## src/rtl/tx_port_pkg.sv

```systemverilog
package tx_port_pkg;
  typedef enum logic [1:0] {
    MODE_SERIAL = 2'd0,
    MODE_NIBBLE = 2'd1,
    MODE_HDLC   = 2'd2,
    MODE_ATM    = 2'd3
  } port_mode_e;
endpackage

```

## src/rtl/tx_pclk_gen.sv

```systemverilog
module tx_pclk_gen
  import tx_port_pkg::*;
#(
  parameter int unsigned DIV_W = 8
) (
  input  logic             clk_i,
  input  logic             rst_ni,
  input  port_mode_e       mode_i,
  input  logic [DIV_W-1:0] div_half_i,
  output port_mode_e       mode_o,
  output logic             mode_chg_o,
  output logic             pclk_o,
  output logic             fall_o,
  output logic             rise_o
);
  port_mode_e       mode_q;
  logic [DIV_W-1:0] cnt_q;
  logic             pclk_q, hold_q, hold_ph_q;
  logic             term;

  assign mode_chg_o = (mode_i != mode_q);
  assign term       = (cnt_q >= div_half_i);
  assign fall_o     = term & ~mode_chg_o & ~hold_q & pclk_q;
  // rising edge: normal toggle, or end of the post-change low hold
  assign rise_o     = term & ~mode_chg_o &
                      ((~hold_q & ~pclk_q) | (hold_q & hold_ph_q));
  assign mode_o     = mode_q;
  assign pclk_o     = pclk_q;

  always_ff @(posedge clk_i or negedge rst_ni) begin
    if (!rst_ni) begin
      mode_q    <= MODE_SERIAL;
      cnt_q     <= '0;
      pclk_q    <= 1'b0;
      hold_q    <= 1'b1;
      hold_ph_q <= 1'b0;
    end else if (mode_chg_o) begin
      mode_q    <= mode_i;
      cnt_q     <= '0;
      pclk_q    <= 1'b0;
      hold_q    <= 1'b1;
      hold_ph_q <= 1'b0;
    end else if (term) begin
      cnt_q <= '0;
      if (hold_q) begin
        if (hold_ph_q) begin
          hold_q <= 1'b0;
          pclk_q <= 1'b1;
        end else begin
          hold_ph_q <= 1'b1;
        end
      end else begin
        pclk_q <= ~pclk_q;
      end
    end else begin
      cnt_q <= cnt_q + 1'b1;
    end
  end

  p_pclk_steady_r2: assert property (@(posedge clk_i) disable iff (!rst_ni)
    (!term && !mode_chg_o) |=> $stable(pclk_q));

  p_hold_low_r8: assert property (@(posedge clk_i) disable iff (!rst_ni)
    mode_chg_o |=> (!pclk_q && !rise_o && !fall_o));
endmodule

```

## src/rtl/tx_byte_assemble.sv

```systemverilog
module tx_byte_assemble
  import tx_port_pkg::*;
#(
  parameter int unsigned BYTE_W = 8,
  localparam int unsigned NIB_W = BYTE_W / 2
) (
  input  logic              clk_i,
  input  logic              rst_ni,
  input  port_mode_e        mode_i,
  input  logic              mode_chg_i,
  input  logic              fall_i,
  input  logic              rise_i,
  input  logic [BYTE_W-1:0] data_i,
  output logic [BYTE_W-1:0] byte_o,
  output logic              byte_vld_o
);
  logic [NIB_W-1:0]  hi_q;
  logic              have_hi_q;
  logic [BYTE_W-1:0] byte_q;
  logic              vld_q;
  logic              nib_cap, byte_cap;

  assign nib_cap  = fall_i & (mode_i == MODE_NIBBLE);
  assign byte_cap = rise_i & (mode_i == MODE_HDLC);

  always_ff @(posedge clk_i or negedge rst_ni) begin
    if (!rst_ni) begin
      hi_q      <= '0;
      have_hi_q <= 1'b0;
      byte_q    <= '0;
      vld_q     <= 1'b0;
    end else begin
      vld_q <= 1'b0;
      if (mode_chg_i) begin
        have_hi_q <= 1'b0;
      end else if (nib_cap) begin
        if (have_hi_q) begin
          byte_q    <= {hi_q, data_i[NIB_W-1:0]};
          vld_q     <= 1'b1;
          have_hi_q <= 1'b0;
        end else begin
          hi_q      <= data_i[NIB_W-1:0];
          have_hi_q <= 1'b1;
        end
      end else if (byte_cap) begin
        byte_q <= data_i;
        vld_q  <= 1'b1;
      end
    end
  end

  assign byte_o     = byte_q;
  assign byte_vld_o = vld_q;

  p_vld_pulse_r4: assert property (@(posedge clk_i) disable iff (!rst_ni)
    vld_q |=> !vld_q);

  p_vld_mode_r7: assert property (@(posedge clk_i) disable iff (!rst_ni)
    vld_q |-> (mode_i == MODE_NIBBLE || mode_i == MODE_HDLC));

  p_partial_clear_r8: assert property (@(posedge clk_i) disable iff (!rst_ni)
    mode_chg_i |=> (!have_hi_q && !vld_q));
endmodule

```

## src/rtl/tx_payload_port.sv

```systemverilog
module tx_payload_port
  import tx_port_pkg::*;
#(
  parameter int unsigned DIV_W  = 8,
  parameter int unsigned BYTE_W = 8
) (
  input  logic              clk_i,
  input  logic              rst_ni,
  input  logic [1:0]        mode_i,
  input  logic [DIV_W-1:0]  div_half_i,
  input  logic [BYTE_W-1:0] data_i,
  output logic              nib_clk_o,
  output logic              byte_clk_o,
  output logic [BYTE_W-1:0] byte_o,
  output logic              byte_vld_o
);
  port_mode_e mode_q;
  logic       mode_chg, pclk, fall, rise;

  tx_pclk_gen #(.DIV_W(DIV_W)) u_pclk (
    .clk_i      (clk_i),
    .rst_ni     (rst_ni),
    .mode_i     (port_mode_e'(mode_i)),
    .div_half_i (div_half_i),
    .mode_o     (mode_q),
    .mode_chg_o (mode_chg),
    .pclk_o     (pclk),
    .fall_o     (fall),
    .rise_o     (rise)
  );

  tx_byte_assemble #(.BYTE_W(BYTE_W)) u_asm (
    .clk_i      (clk_i),
    .rst_ni     (rst_ni),
    .mode_i     (mode_q),
    .mode_chg_i (mode_chg),
    .fall_i     (fall),
    .rise_i     (rise),
    .data_i     (data_i),
    .byte_o     (byte_o),
    .byte_vld_o (byte_vld_o)
  );

  assign nib_clk_o  = pclk & (mode_q == MODE_NIBBLE);
  assign byte_clk_o = pclk & (mode_q == MODE_HDLC);

  p_clk_excl_r2: assert property (@(posedge clk_i) disable iff (!rst_ni)
    !(nib_clk_o && byte_clk_o));
endmodule

```

## config.mk

```make
export PLATFORM = sky130hd
export DESIGN_NAME = tx_payload_port
export DESIGN_NICKNAME = d
export VERILOG_FILES = /design/src/rtl/tx_port_pkg.sv /design/src/rtl/tx_pclk_gen.sv /design/src/rtl/tx_byte_assemble.sv /design/src/rtl/tx_payload_port.sv
export SDC_FILE = /design/constraint.sdc
export NUM_CORES = 1
export LEC_CHECK = 0
export ABC_CLOCK_PERIOD_IN_PS = 2000
export BUFFER_PORTS_ARGS = -buffer_cell sky130_fd_sc_hd__buf_2
export CORE_AREA = 2 2 58 60
export CTS_CLUSTER_SIZE = 12
export DETAILED_ROUTE_END_ITERATION = 12
export DIE_AREA = 0 0 60 62
export GPL_TIMING_DRIVEN = 0
export PLACE_DENSITY_LB_ADDON = 0.1
export SLEW_MARGIN = 20
export SYNTH_ARGS = -nofsm -noshare
export SYNTH_HDL_FRONTEND = slang
export SYNTH_SLANG_ARGS = --single-unit
```

## constraint.sdc

```tcl
create_clock -name clk_i -period 2 [get_ports clk_i]
set_input_delay 0.4 -clock clk_i [delete_from_list [all_inputs] [get_ports clk_i]]
set_output_delay 0.4 -clock clk_i [all_outputs]
set_load 0.05 [all_outputs]
```

; ---- Word level (Yosys, flattened, before mapping)
; Cells that the tools add are included.
; Widths: inputs -> output; s select.
[classes]
n_addsub = 1
order_cmp = 1
n_eq_ne = 5
mux = 23
n_bitwise = 15
n_reduce_logical = 8
[op_table]
columns = op, n
row1 = $mux 8, 5
row2 = $mux 1, 18
row3 = $and 1x1->1, 10
row4 = $add 8x1->8 const B, 1
row5 = $ge 8x8->1, 1
row6 = $reduce_bool 2->1, 4
row7 = $reduce_and 3->1, 2
row8 = $not 1->1, 4
row9 = $reduce_and 2->1, 2
row10 = $ne 3x2->1 const B, 1
row11 = $eq 2x1->1 const B, 1
row12 = $eq 2x2->1 const B, 1
row13 = $ne 2x1->1 const B, 1
row14 = $ne 2x2->1, 1
row15 = $or 1x1->1, 1
[word_totals]
reg_bits = 27
input_bits = 20
out_inout_bits = 11
elab_cells = 62

; ---- Logic depth before layout (Yosys ltp)
; Gate-level depths: netlist of run 1.
[logic_depth]
word_depth = 8
ltp_mapped = 8

; ---- Cells and area by module
; Synthesis of run 1 repeated with hierarchy kept, for this count alone.
[unflattened]
cells_unflattened = 121
hier_area_um2 = 1413.9
[by_module_without_submodules]
columns = mod, instances, cells_each, area_per_inst_um2, seq_area_each_um2
row1 = tx_pclk_gen, 1, 82, 774.5, 326.6
row2 = tx_byte_assemble, 1, 37, 621.8, 350.3
row3 = tx_payload_port, 1, 2, 17.5, 0.0

; ---- Least setup slack after synthesis of run 1
; Ideal clock, no wire load.
[synth_timing]
path_type = register to register
from = reg u_pclk.cnt_q[0]
to = reg u_asm.byte_q[0] (netlist: u_asm.byte_o[0])
setup_time_ns = 0.125
arrival_ns = 1.906
setup_slack_ns = -0.031
path_stages_with_launch = 9
period_less_slack_ns = 2.031
path_cell_list = dfrtp_1 inv_1 ha_1 nand2b_4 a2111oi_4 o31ai_2 and3_1 buf_6 mux2_4
[synth_between]
elab_chain_cells = 7
[synth_rtl]
columns = item, line_no
row1 = from (decl), tx_pclk_gen.sv:17  ; logic [DIV_W-1:0] cnt_q;
row2 = from (signal assigned), tx_pclk_gen.sv:56  ; cnt_q <= cnt_q + 1'b1;
row3 = $ge 8x8->1 *, tx_pclk_gen.sv:22  ; assign term = (cnt_q >= div_half_i);
row4 = $and 1x1->1 *, "tx_pclk_gen.sv:23, tx_pclk_gen.sv:25"
row5 = $and 1x1->1 (2 in series), tx_pclk_gen.sv:23  ; assign fall_o = term & ~mode_chg_o & ~hold_q & pclk_q;
row6 = $and 1x1->1, tx_byte_assemble.sv:23  ; assign nib_cap = fall_i & (mode_i == MODE_NIBBLE);
row7 = $ne 2x1->1 (no line) or $reduce_bool 2->1 (tied branches), n/a
row8 = $reduce_and 3->1 (no line), n/a
row9 = to (signal assigned), tx_byte_assemble.sv:38  ; byte_q <= {hi_q, data_i[NIB_W-1:0]};
row10 = to (signal assigned), tx_byte_assemble.sv:46  ; byte_q <= data_i;
row11 = to (decl), tx_byte_assemble.sv:19  ; logic [BYTE_W-1:0] byte_q;
; Every way passes the cells marked *; elsewhere a longest branch is shown, timed or not.
; A chain may end at the register's enable or synchronous reset.

; ---- Final worst setup path of run 1
[layout_timing]
from = reg u_pclk.cnt_q[1]
to = reg u_asm.byte_q[2] (netlist: u_asm.byte_o[2])
; The elaborated chain is that of the path after synthesis.

==> results.md, run 1 <==
* Crit. path cell count at 6
* Min-Delay Path Class: in2async
* Post-DRT Antenna Nets at 0
* 1st-pass router iterations at 3
* Area growth, synth to finish at 28.3%
* WHS at 0.0590 ns
* Routed WL per cell at 12.2 um
* Sink Count at 27
* Maxcap violations at 0
* Clk Tree Root Cell: clkbuf_4
* Initial Util at a little under half
* Post-route clock period utilization at 102%
* Tot Pwr at ~0.90 mW
* Pleak at just over 0.9 nW
* Setup violations, final at 12
* Post-DP HPWL at between 1.5 and 2 mm
* ANT cells at 0
* Async SR Flop Fraction at between 90% and 100%
* WP data required at approximately 2.2 ns
* Total gr overflow at 0
* Vias at roughly 990
* Status: finished, violations left
* Number of global-route vias before repair at slightly below 1000
* Commonest non-fill, non-tap cell in the layout: buf_2
* Critical path startpoint category: flop
* Clock slew at reported path FFs at about 0.15 ns
* Worst clock skew at ~0.0076 ns
* Yosys reg bits at 27
* PortBufs at 30
* Final Worst Setup Slack at -0.0310 ns
* Number of flops mapped to enable cells by yosys at 0
* CTS Buf Count at 3
* Share of post-route cells with drive strength above 1 at between 40 and 50%
* Setup CP Type: reg2reg
* Cell Int Power at between 0.6 and 0.7 mW
* Row Count at 21
* Pin count of the biggest net entering global routing at 28
* Avg Inst Size Synth at between 10 and 15 um^2
* Net Count, Synth at around 150
* Sequential share of power at around 62%
* Register area share after synthesis at about 47%
* Slowest-stage cell, CP: dfrtp_1
* Iteration-0 DRC Markers at 10
* Post-synth top flop: dfrtp_1
* Pwr dens at 489 nW/um^2
* Die Footprint at roughly 3700 um^2
* Cell family with most CP delay: compound AO/OA/AOI/OAI gates
* Slew HR at approximately 61%
* DIE HEIGHT at 62 um
* Failing checks: setup timing
* Sw Ratio at 24.3%
* Final RePlAce weighted congestion at roughly 0.66
* First-pass GRT wire length at roughly 4.2 mm
* Yosys warnings at 0
* Fin. max-slew vios at 0
* Max VDD drop at between 0.0003 and 0.0004 V
* GRT Overall Usage at between 10% and 20%
* Worst slew pin tran at ~0.58 ns
* Clk Latency, worst-skew pair at ~0.31 ns
* Remaining routing DRC violations at 0
* Vias per cell at about 4.7
* CTS H-Tree Depth at 1
* CTS tree: done
* Fin util at slightly below 60%
* F_max at roughly 0.49 GHz
* RSZ-0062 raised after global routing: true
* Post-Syn Instances at 120
* Die X at about 60 um
* Num ports at 31
* Combinational share of power at between 10% and 20%
* Critical path buffers and inverters at 1
* Min Clock Period, post-route at roughly 2 ns
* Clock power share at about 25%
* Place WS at -0.254 ns
* Worst-path cell chain: ha_1 -> a2111oi_4 -> o31ai_4 -> and3_4 -> buf_6 -> mux2_4
* Max incr delay on CP at between 0.4 and 0.5 ns
* Initial antenna violation count at 0
* # fillers at 288
* CP Data Arrival Time at around 2.2 ns
* Switching pwr at approximately 0.22 mW
* R2r worst-path depth at 6
* Synth Cell Area at about 1400 um^2
* Final Hold Vio Count at 0
* Most frequent cells in the layout: buf_2 (30), dfrtp_1 (26), mux2_4 (12)
* Synth unique cells at 33
* CP Capture Type: flop
* Fin nets at roughly 200
* Core area at around 3200 um^2
* Clock Path Buffers at 2
* Routed WL at 2.58 mm
* Crit-path max FO at 5
## per-layer routing
layer  track usage (%)  part of all wire (%)  vias to the layer above  wire length, um
met3              1.86                   2.7                        2               70
met5                 0                     0                        -                0
met1              20.1                    47                      471             1210
met4              3.81                  0.58                        0               15
met2              26.2                    50                       18             1290
li1                  -                     -                      503                -
## timing repair
action | in CTS | in global routing
gates cloned | 1 | 0
buffers inserted | 11 | 1
gates resized for setup | 9 | 9
setup endpoints to repair | 12 | 23
hold buffers | 0 | 0
pin swaps | 5 | 7
## worst paths after layout
check | startpoint | endpoint | slack [ns]
worst max-delay path | u_pclk.cnt_q[1] | u_asm.byte_o[2] | -0.03
worst min-delay path | rst_ni | u_asm.byte_o[1] | 0.06
worst max register to register | u_pclk.cnt_q[1] | u_asm.byte_o[2] | -0.03
worst min register to register | u_pclk.hold_ph_q | u_pclk.hold_q | 0.48
max in group asynchronous | rst_ni | u_pclk.hold_q | 1.55
min in group clk_i | mode_i[1] | u_pclk.mode_o[1] | 0.31
## per-stage QoR
stage	area (um^2)	std cells	setup TNS, ns
2_1_floorplan	1430	120	0
3_3_place_gp	1640	196	-2.34
3_5_place_dp	1640	196	-2.75
4_1_cts	1790	212	-0.830
5_1_grt	1840	212	-1.29
6_report	1840	212	-0.235
## cells in the mapped netlist (all sizes together) (2+ instances only)
master,count,area share (%)
inv,10,2.6
nand2,4,1.2
o21ai,2,0.70
clkbuf,2,0.52
nand2b,3,1.8
nand3,4,1.4
xor2,4,2.4
and3,4,1.7
o21a,2,1.0
dfrtp,26,45
xnor2,4,2.4
mux2,16,15
nor2,11,2.9
ha,9,7.9
a21oi,4,1.4
## power groups by stage
| stage | Clock, mW | Combinational (mW) | Sequential (mW) |
|---|---|---|---|
| final | 0.228 | 0.115 | 0.558 |
| after global routing | 0.254 | 0.130 | 0.560 |
| after CTS | 0.242 | 0.112 | 0.558 |
| after detailed placement | 0 | 0.102 | 0.570 |
| after global placement | 0 | 0.0984 | 0.570 |
| after floorplan | 0 | 0.0593 | 0.571 |
## logic make-up (layout without fill, tap and decap cells)
| group | count (synthesis) | in the layout | synth area share, % |
|---|---|---|---|
| AO/OA/AOI/OAI | 15 | 15 | 8.55 |
| multiplexers | 16 | 16 | 14.7 |
| AND/OR/NAND/NOR | 32 | 32 | 12.9 |
| flip-flops | 27 | 27 | 47.2 |
| XOR/XNOR | 8 | 8 | 4.89 |
| adder cells (fa/ha/maj) | 9 | 9 | 7.85 |
| buffers and inverters | 13 | 59 | 3.93 |
## cell type report
type	instances	area, um^2	area share [%]
Inverter	10	37.5	2.04
Clock inverter	1	5.00	0.272
Buffer	3	18.8	1.02
Sequential cell	27	677	36.8
Tap cell	46	57.6	3.13
Clock buffer	3	22.5	1.22
Multi-Input combinational cell	80	777	42.2
Timing Repair Buffer	42	244	13.3
## state kept, by name (all words and copies together), names as in the netlist
signal            cells
u_asm.hi_q            4
u_asm.have_hi_q       1
u_pclk.cnt_q          8
u_asm.byte_vld_o      1
u_pclk.hold_q         1
u_asm.byte_o          8
u_pclk.pclk_o         1
u_pclk.hold_ph_q      1
u_pclk.mode_o         2
Note: power is estimated with default switching activity, not from simulation.
==> run 2: changes to the inputs <==
SETUP_SLACK_MARGIN = 0.1   (was default)
==> run 2 against run 1 <==
- the flow still finishes with violations (setup timing)
- utilization grew 0.20 points
- sequential cell count is the same
- hold slack gained 0.011 ns
- power grew 0.44%
- via count grew 2.9%
- die area is the same
- critical path depth grew 2
- final cell count is the same
- first-iteration DRC count grew 90%
- sequential power is essentially flat
- critical path type unchanged
==> results.md, run 2 (synthesis results as in run 1) <==
* Status: finished, violations left
* Failing checks: setup timing
* Cell family with most CP delay: compound AO/OA/AOI/OAI gates
* Post-route clock period utilization at 101%
* Crit-path max FO at 5
* ANT cells at 0
* Initial antenna violation count at 0
* Max VDD drop at approximately 0.0003 V
* Setup_tns at -0.184 ns
* WP data required at approximately 2.2 ns
* Die X at approximately 60 um
* Final RePlAce weighted congestion at between 0.6 and 0.7
* Sw Ratio at 23.6%
* First-pass GRT wire length at 4.13 mm
* Pwr dens at between 400 and 500 nW/um^2
* Clk Tree Root Cell: clkbuf_4
* Critical path startpoint category: flop
* Switching pwr at ~0.21 mW
* Core area at 3180 um^2
* FF/Latch Area at 678 um^2
* Setup CP Type: reg2reg
* Cell Int Power at roughly 0.69 mW
* Die Footprint at roughly 3700 um^2
* 1st-pass router iterations at 4
* Total gr overflow at 0
* Remaining routing DRC violations at 0
* Place WS at -0.261 ns
* Vias per cell at 4.83
* Sink Count at 27
* WHS at between 0.07 and 0.08 ns
* Clk Latency, worst-skew pair at a little over 0.3 ns
* Post-DP HPWL at ~1.9 mm
* Area growth, synth to finish at 28.7%
* DIE HEIGHT at 62 um
* Multi-input logic area at 772 um^2
* Clock slew at reported path FFs at roughly 0.13 ns
* CTS tree: done
* Maxcap violations at 0
* PortBufs at 30
* F_max at 0.493 GHz
* Iteration-0 DRC Markers at 19
* Num ports at 31
* Post-DRT Antenna Nets at 0
* Final Worst Setup Slack at -0.0269 ns
* Row Count at 21
* Slew HR at 61.1%
* Max incr delay on CP at 0.38 ns
* Initial Util at around 45%
* Sequential share of power at between 60 and 70%
* Worst clock skew at slightly above 0.003 ns
* Clock Path Buffers at 2
* Pin count of the biggest net entering global routing at 28
* Clock power share at around a quarter
* Routed WL at around 2.6 mm
* Share of post-route cells with drive strength above 1 at 48.2%
* Most frequent cells in the layout: buf_2 (30), dfrtp_1 (25), inv_1 (10)
* Final Hold Vio Count at 0
* CTS H-Tree Depth at 1
* Min Clock Period, post-route at 2.03 ns
* CP Capture Type: flop
* Fin. max-slew vios at 0
* Commonest non-fill, non-tap cell in the layout: buf_2
* GRT Overall Usage at between 10% and 20%
* Worst-path cell chain: inv_1 -> ha_1 -> nand2b_4 -> a2111oi_4 -> o31ai_4 -> and3_4 -> buf_6 -> mux2_4
* Pleak at approximately 0.92 nW
* Worst slew pin tran at ~0.58 ns
* Routed WL per cell at 12.4 um
* Tot Pwr at about 0.90 mW
* Fin nets at 196
* Setup violations, final at 12
* Slowest-stage cell, CP: a2111oi_4
* Critical path buffers and inverters at 2
* CP Data Arrival Time at between 2 and 2.5 ns
* # fillers at approximately 290
* Vias at ~1000
* Combinational share of power at approximately 14%
* Min-Delay Path Class: in2async
* Number of global-route vias before repair at slightly above 900
* Fin util at 58.0%
* RSZ-0062 raised after global routing: true
* CTS Buf Count at 3
-- run 2: cell count changes in the layout (fill, tap and decap cells not counted), sizes merged --
cell | before | now
clkbuf | 5 | 6
clkinv | 1 | 0
-- run 2: worst paths after layout --
path	from	to	slack, ns	depth (start not counted)
max	u_pclk.cnt_q[0]	u_asm.byte_o[7]	-0.03	8
min	rst_ni	u_pclk.mode_o[1]	0.07	1
max reg2reg	u_pclk.cnt_q[0]	u_asm.byte_o[7]	-0.03	8
min reg2reg	u_pclk.hold_ph_q	u_pclk.hold_q	0.45	1
max in group asynchronous	rst_ni	u_pclk.cnt_q[2]	1.52	1
min in group clk_i	mode_i[1]	u_pclk.mode_o[1]	0.30	2
-- run 2: power groups by stage --
stage	registers (mW)	clock network (mW)	logic, mW
finish	0.557	0.220	0.127
global route	0.559	0.257	0.141
CTS	0.557	0.240	0.114
detailed placement	0.570	0	0.103
global placement	0.570	0	0.0980
floorplan	0.571	0	0.0594
-- run 2: timing repair --
action / CTS / global route
setup buffers: 6 / 5
cloned: 1 / 0
resized for setup: 4 / 14
hold buffers: 0 / 0
pin swaps: 2 / 8
endpoints found under the setup margin: 18 / 20
-- run 2: metal layers --
layer,GRT usage (%),wire [um]
met4,6.67,34
met5,0,0
met2,27.0,1400
met1,18.4,1100
met3,2.07,100
-- run 2: worst register-to-register path, stage by stage, from the launching register on --
cell and delay, ns:
dfrtp_1 0.37, inv_1 0.05, ha_1 0.27, nand2b_4 0.15, a2111oi_4 0.38, o31ai_4 0.12, and3_4 0.17, buf_6 0.14
mux2_4 0.29
-- run 2: cell type report --
class                           count  area share (%)
Multi-Input combinational cell     80            41.8
Sequential cell                    27            36.7
Timing Repair Buffer               42            13.8
Tap cell                           46            3.12
Inverter                           10            2.03
Clock buffer                        4            1.42
Buffer                              3            1.02
-- run 2: metrics by stage --
stage,cell area (um^2),instances
6_report,1850,212
5_1_grt,1850,212
4_1_cts,1740,207
3_5_place_dp,1650,196
3_3_place_gp,1650,196
2_1_floorplan,1440,120
